===== src/rtl/tvs_pkg.sv =====
// Shared types for the interlaced video output sequencer.
package tvs_pkg;
    // Component code presented on comp_sel.
    typedef enum logic [1:0] {
        COMP_U = 2'd0,
        COMP_Y = 2'd1,
        COMP_V = 2'd2
    } comp_e;
endpackage


===== src/rtl/tvs_line_timer.sv =====
// Line timer: counts pixel clocks within a line and decodes line start,
// mid-line and the active window. Assumes BLANK_CYC >= 2, ACTIVE_CYC >= 1.
module tvs_line_timer #(
    parameter int ACTIVE_CYC = 16,
    parameter int BLANK_CYC  = 6,
    localparam int LINE_CYC  = ACTIVE_CYC + BLANK_CYC,
    localparam int HW        = $clog2(LINE_CYC + 1)
) (
    input  logic clk,
    input  logic rst_n,
    output logic line_start,
    output logic line_end,
    output logic mid_line,
    output logic active
);
    localparam int HALF = LINE_CYC / 2;

    logic [HW-1:0] h_cnt;

    // Advance the position in the line, wrapping at the line length.
    always_ff @(posedge clk) begin
        if (!rst_n)        h_cnt <= '0;
        else if (line_end) h_cnt <= '0;
        else               h_cnt <= h_cnt + 1'b1;
    end

    // Decode positions of interest.
    always_comb begin
        line_start = (h_cnt == '0);
        line_end   = (h_cnt == HW'(LINE_CYC - 1));
        mid_line   = (h_cnt == HW'(HALF));
        active     = (h_cnt >= HW'(BLANK_CYC));
    end
endmodule


===== src/rtl/tvs_field_timer.sv =====
// Field timer: counts lines per field, tracks field parity and produces
// the vertical sync low window. Odd fields start the pulse at line start,
// even fields at mid-line of the first line. Assumes VS_LOW_CYC >= 1.
module tvs_field_timer #(
    parameter int LINES_PER_FIELD = 5,
    parameter int VS_LOW_CYC      = 3,
    localparam int VW             = $clog2(LINES_PER_FIELD + 1),
    localparam int SW             = $clog2(VS_LOW_CYC + 1)
) (
    input  logic clk,
    input  logic rst_n,
    input  logic line_start,
    input  logic line_end,
    input  logic mid_line,
    output logic vs_low,
    output logic field_odd
);
    logic [VW-1:0] v_cnt;
    logic [SW-1:0] vs_left;
    logic          first_line;
    logic          vs_event;

    // Count lines and flip parity at each field boundary.
    always_ff @(posedge clk) begin
        if (!rst_n) begin
            v_cnt     <= '0;
            field_odd <= 1'b1;
        end else if (line_end) begin
            if (v_cnt == VW'(LINES_PER_FIELD - 1)) begin
                v_cnt     <= '0;
                field_odd <= ~field_odd;
            end else begin
                v_cnt <= v_cnt + 1'b1;
            end
        end
    end

    // Pick the cycle in which the field's vertical sync begins.
    always_comb begin
        first_line = (v_cnt == '0);
        vs_event   = first_line && (field_odd ? line_start : mid_line);
    end

    // Hold vertical sync low for the remaining cycles of the pulse.
    always_ff @(posedge clk) begin
        if (!rst_n)              vs_left <= '0;
        else if (vs_event)       vs_left <= SW'(VS_LOW_CYC - 1);
        else if (vs_left != '0)  vs_left <= vs_left - 1'b1;
    end

    // Vertical sync is low at the event and while the remainder runs.
    assign vs_low = vs_event || (vs_left != '0);
endmodule


===== src/rtl/tvs_comp_seq.sv =====
// Component sequencer: steps U, Y, V, Y once per accepted component and
// returns to U at every line start.
module tvs_comp_seq
    import tvs_pkg::*;
(
    input  logic  clk,
    input  logic  rst_n,
    input  logic  line_start,
    input  logic  xfer,
    output comp_e comp_sel
);
    logic [1:0] idx;

    // Advance the position in the four-step order.
    always_ff @(posedge clk) begin
        if (!rst_n)          idx <= '0;
        else if (line_start) idx <= '0;
        else if (xfer)       idx <= idx + 1'b1;
    end

    // Odd positions are luma, even positions alternate U and V.
    always_comb begin
        if (idx[0])      comp_sel = COMP_Y;
        else if (idx[1]) comp_sel = COMP_V;
        else             comp_sel = COMP_U;
    end
endmodule


===== src/rtl/ileave_video_seq.sv =====
// Top of the interlaced video output sequencer. Combines the line timer,
// field timer and component sequencer and registers every encoder-side
// output, so that all strobes and data leave the block aligned.
// Assumes BLANK_CYC >= 2 and VS_LOW_CYC < LINE_CYC / 2.
module ileave_video_seq
    import tvs_pkg::*;
#(
    parameter int DATA_W          = 8,
    parameter int ACTIVE_CYC      = 16,
    parameter int BLANK_CYC       = 6,
    parameter int LINES_PER_FIELD = 5,
    parameter int VS_LOW_CYC      = 3
) (
    input  logic              clk,
    input  logic              rst_n,
    input  logic              in_valid,
    input  logic [DATA_W-1:0] in_data,
    output logic              in_ready,
    output logic [1:0]        comp_sel,
    output logic [DATA_W-1:0] data_out,
    output logic              hsync_n,
    output logic              vsync_n,
    output logic              drdy_n,
    output logic              underrun
);
    logic  line_start, line_end, mid_line, active;
    logic  vs_low, field_odd;
    logic  xfer;
    comp_e comp_w;

    tvs_line_timer #(
        .ACTIVE_CYC (ACTIVE_CYC),
        .BLANK_CYC  (BLANK_CYC)
    ) u_line (
        .clk        (clk),
        .rst_n      (rst_n),
        .line_start (line_start),
        .line_end   (line_end),
        .mid_line   (mid_line),
        .active     (active)
    );

    tvs_field_timer #(
        .LINES_PER_FIELD (LINES_PER_FIELD),
        .VS_LOW_CYC      (VS_LOW_CYC)
    ) u_field (
        .clk        (clk),
        .rst_n      (rst_n),
        .line_start (line_start),
        .line_end   (line_end),
        .mid_line   (mid_line),
        .vs_low     (vs_low),
        .field_odd  (field_odd)
    );

    tvs_comp_seq u_comp (
        .clk        (clk),
        .rst_n      (rst_n),
        .line_start (line_start),
        .xfer       (xfer),
        .comp_sel   (comp_w)
    );

    // Accept a component whenever the window is open and the source has one.
    always_comb begin
        in_ready = active;
        xfer     = active && in_valid;
        comp_sel = comp_w;
    end

    // Register the encoder-side strobes and data.
    always_ff @(posedge clk) begin
        if (!rst_n) begin
            hsync_n  <= 1'b1;
            vsync_n  <= 1'b1;
            drdy_n   <= 1'b1;
            underrun <= 1'b0;
            data_out <= '0;
        end else begin
            hsync_n  <= ~line_start;
            vsync_n  <= ~vs_low;
            drdy_n   <= ~xfer;
            underrun <= active && !in_valid;
            data_out <= xfer ? in_data : '0;
        end
    end
endmodule


===== config.mk =====
export PLATFORM = sky130hd
export DESIGN_NAME = ileave_video_seq
export DESIGN_NICKNAME = d
export VERILOG_FILES = /design/src/rtl/tvs_pkg.sv /design/src/rtl/tvs_line_timer.sv /design/src/rtl/tvs_field_timer.sv /design/src/rtl/tvs_comp_seq.sv /design/src/rtl/ileave_video_seq.sv
export SDC_FILE = /design/constraint.sdc
export NUM_CORES = 1
export LEC_CHECK = 0
export ABC_AREA = 1
export ABC_CLOCK_PERIOD_IN_PS = 1560
export CORE_ASPECT_RATIO = 0.5
export CORE_MARGIN = 10
export CORE_UTILIZATION = 30
export DETAILED_ROUTE_END_ITERATION = 10
export DONT_BUFFER_PORTS = 1
export GPL_TIMING_DRIVEN = 0
export SLEW_MARGIN = 10
export SYNTH_ARGS = -nofsm -noshare
export SYNTH_HDL_FRONTEND = slang
export SYNTH_SLANG_ARGS = --single-unit
export TNS_END_PERCENT = 20

===== constraint.sdc =====
create_clock -name clk -period 1.56 [get_ports clk]
set_clock_uncertainty 0.2 [all_clocks]
set_input_delay 0.312 -clock clk [delete_from_list [all_inputs] [get_ports clk]]
set_output_delay 0.312 -clock clk [all_outputs]
set_load 0.02 [all_outputs]

==> reports/metrics.csv <==
metric,value,unit
largest net degree at the start of global routing,15,
share of layout cells above drive strength 1,0.179,
P per Cell Area,914,nW/um^2
DRC violations left,0,
Synth Register Bits,25,
Num CTS Buffers,3,
Die ar.,6350,sq um
Routed Antenna Nets,0,
Synth Warn #,0,
top cell type by total area after synthesis,dfxtp_1,
CTS tree,done,
reg2reg path depth,7,
Final min period,1.52,ns
CTS Root Cell,clkbuf_8,
CP Class,register to output pin,
final RePlAce weighted congestion,0.692,
R2R setup slack,0.09,ns
"Distinct cells, synth",23,
CP endpoint kind,output pin,
Post-Synth Adder-Cell Area,0.0844,
initial DRC count,41,
Post-Synth Simple-Gate Area,0.262,
slowest cell on the critical path,dfxtp_2,
initial antenna violation count,0,
slowest cell delay on critical path,0.35,ns
Die X,103,um
Syn-to-layout area delta,24.0,%
Core Box Area,3150,sq um
Reg-to-Reg End,u_line.h_cnt[2],
area post-placement,1090,sq um
synth top area cells,"dfxtp_1 (48%), ha_1 (8.4%), inv_1 (8.3%)",
Bufs on Longest Clock Path,2,
Hold/Removal Path Class,input pin to register,
gr usage total,0.0685,
register area share after synthesis,0.483,
overall routed net length,2050,um
Syn Inst Count,130,
"commonest cells after routing, fill and taps aside","inv_1 (22), dfxtp_1 (22), nor2_1 (21), nand2_1 (20), dlygate4sd3_1 (9)",
nets,164,
clock sink count,25,
Pins Over Slew Limit,0,
Buffers & Inverters on Critical Path,1,
crit path cell chain,inv_2 -> ha_4 -> nand2_4 -> nand3_4,
max-cap violations,0,
Hold Slack,0.00661,ns
Slew HR,0.840,
worst r2r src,u_line.h_cnt[0],
grt total ovfl,0,
final instance area,1290,sq um
HPWL after DPL,1490,um
Fill cells,315,
Max IR drop VDD,0.534,mV
crit path DAT,1.01,ns
H-tree Lvls,1,
post-synth top area share,0.483,
Synth Area per Inst,7.98,sq um
Routed WL per cell,11.1,um
largest family of logic cells by synthesized area,simple AND/OR/NAND/NOR gates,
later-pin clock latency in the skew report,0.26,ns
Rows,14,
number of port buffers,0,
complex-gate fraction of the synthesized area,0.0531,
Detailed Routing Iterations Pass 1,4,
Die Y,61.6,um
Worst setup SP type,register,
placed cell count,170,
outcome,"complete, no violations",
worst endpoint required time,1.05,ns
min-delay src,in_valid,
"delay-heaviest family, CP",flip-flops,
Final setup viols,0,
final non-filler cell total,185,
final hold vios,0,
Syn Nets,148,
WHS Endpoint,u_comp.idx[0],
setup TNS,0,ns
via/cell ratio,4.32,
RSZ-0062 raised after global routing,yes,
first-pass GRT wire length,3420,um
Worst Tran Pin Value,0.240,ns
Final period util,0.974,
Vias,800,
vias in the first global route,808,
mux share of post-synthesis cell area,0,
Post-Synth XOR/XNOR Area,0.00844,
critical-path maximum fanout,4,
Top Ports,26,
Leak,0.640,nW
Worst Hold Depth,2,
initial core utilization,0.329,
Final Total Pwr,1.18,mW
Post-Syn Area,1040,sq um
Max Clk Rate,658,MHz
Clock transition at path regs,0.09,ns
Ant. Diodes,0,
==> what timing repair did <==
| item | CTS | global route |
|---|---|---|
| endpoints found under the hold margin | 9 | 0 |
| gates resized for setup | 7 | 6 |
| buffers inserted | 1 | 1 |
| hold buffers | 9 | 0 |
| pin swaps | 2 | 2 |
| endpoints found under the setup margin | 12 | 3 |
==> state kept, by name (all words and copies together) (netlist names) <==
register / count
data_out: 8
underrun: 1
hsync_n: 1
u_field.field_odd: 1
vsync_n: 1
u_field.v_cnt: 3
u_comp.idx: 2
u_line.h_cnt: 5
drdy_n: 1
u_field.vs_left: 2
==> kinds of logic after synthesis <==
kind of cell             Yosys count
AO/OA/AOI/OAI                     10
flip-flops                        25
AND/OR/NAND/NOR                   59
XOR/XNOR                           1
buffers and inverters             28
adder cells (fa/ha/maj)            7
==> layer usage <==
layer,vias up,part of all wire,global-route usage
met5,-,0,0
met4,0,0.015,0.0393
met3,2,0.070,0.0324
met1,359,0.42,0.0655
met2,17,0.50,0.123
li1,422,-,-
==> cell usage after synthesis (all sizes together) <==
cell type	instances
dfxtp	25
inv	25
nand2	24
nor2	24
nand3	8
ha	7
a21oi	5
buf	3
o21ai	3
a21o	1
nand4	1
nor3	1
nor3b	1
o21bai	1
xnor2	1
==> cell type report <==
type                            count  area (sq um)  share of cell area
Inverter                           25          93.8              0.0730
Clock inverter                      1          5.00             0.00389
Multi-Input combinational cell     77           463               0.360
Timing Repair Buffer               11           105              0.0817
Tap cell                           40          50.0              0.0389
Clock buffer                        3          41.3              0.0321
Buffer                              3          23.8              0.0185
Sequential cell                    25           504               0.392
==> report_power, final <==
part           internal, mW  switching [mW]
logic                0.0518          0.0613
clock network         0.178           0.202
registers             0.659          0.0231
==> how the worst max path moves through the flow <==
stage                     cells past startpoint             from  slack (ns)             to
after floorplan                               8  u_line.h_cnt[0]        0.09  u_comp.idx[1]
after global placement                        8  u_line.h_cnt[0]       -0.05    data_out[1]
after detailed placement                      8  u_line.h_cnt[0]       -0.09    data_out[4]
after CTS                                     4  u_line.h_cnt[0]       0.008       in_ready
after global routing                          4  u_line.h_cnt[0]       -0.02       in_ready
final                                         4  u_line.h_cnt[0]        0.04       in_ready
==> per-stage QoR <==
stage / setup WS, ns / utilization
floorplan: 0.0937 / -
global placement: -0.0541 / 0.345
detailed placement: -0.0888 / 0.345
CTS: 0.00817 / 0.396
global route: -0.0151 / 0.408
finish: 0.0404 / 0.408
Note: power is estimated with default switching activity, not from simulation.
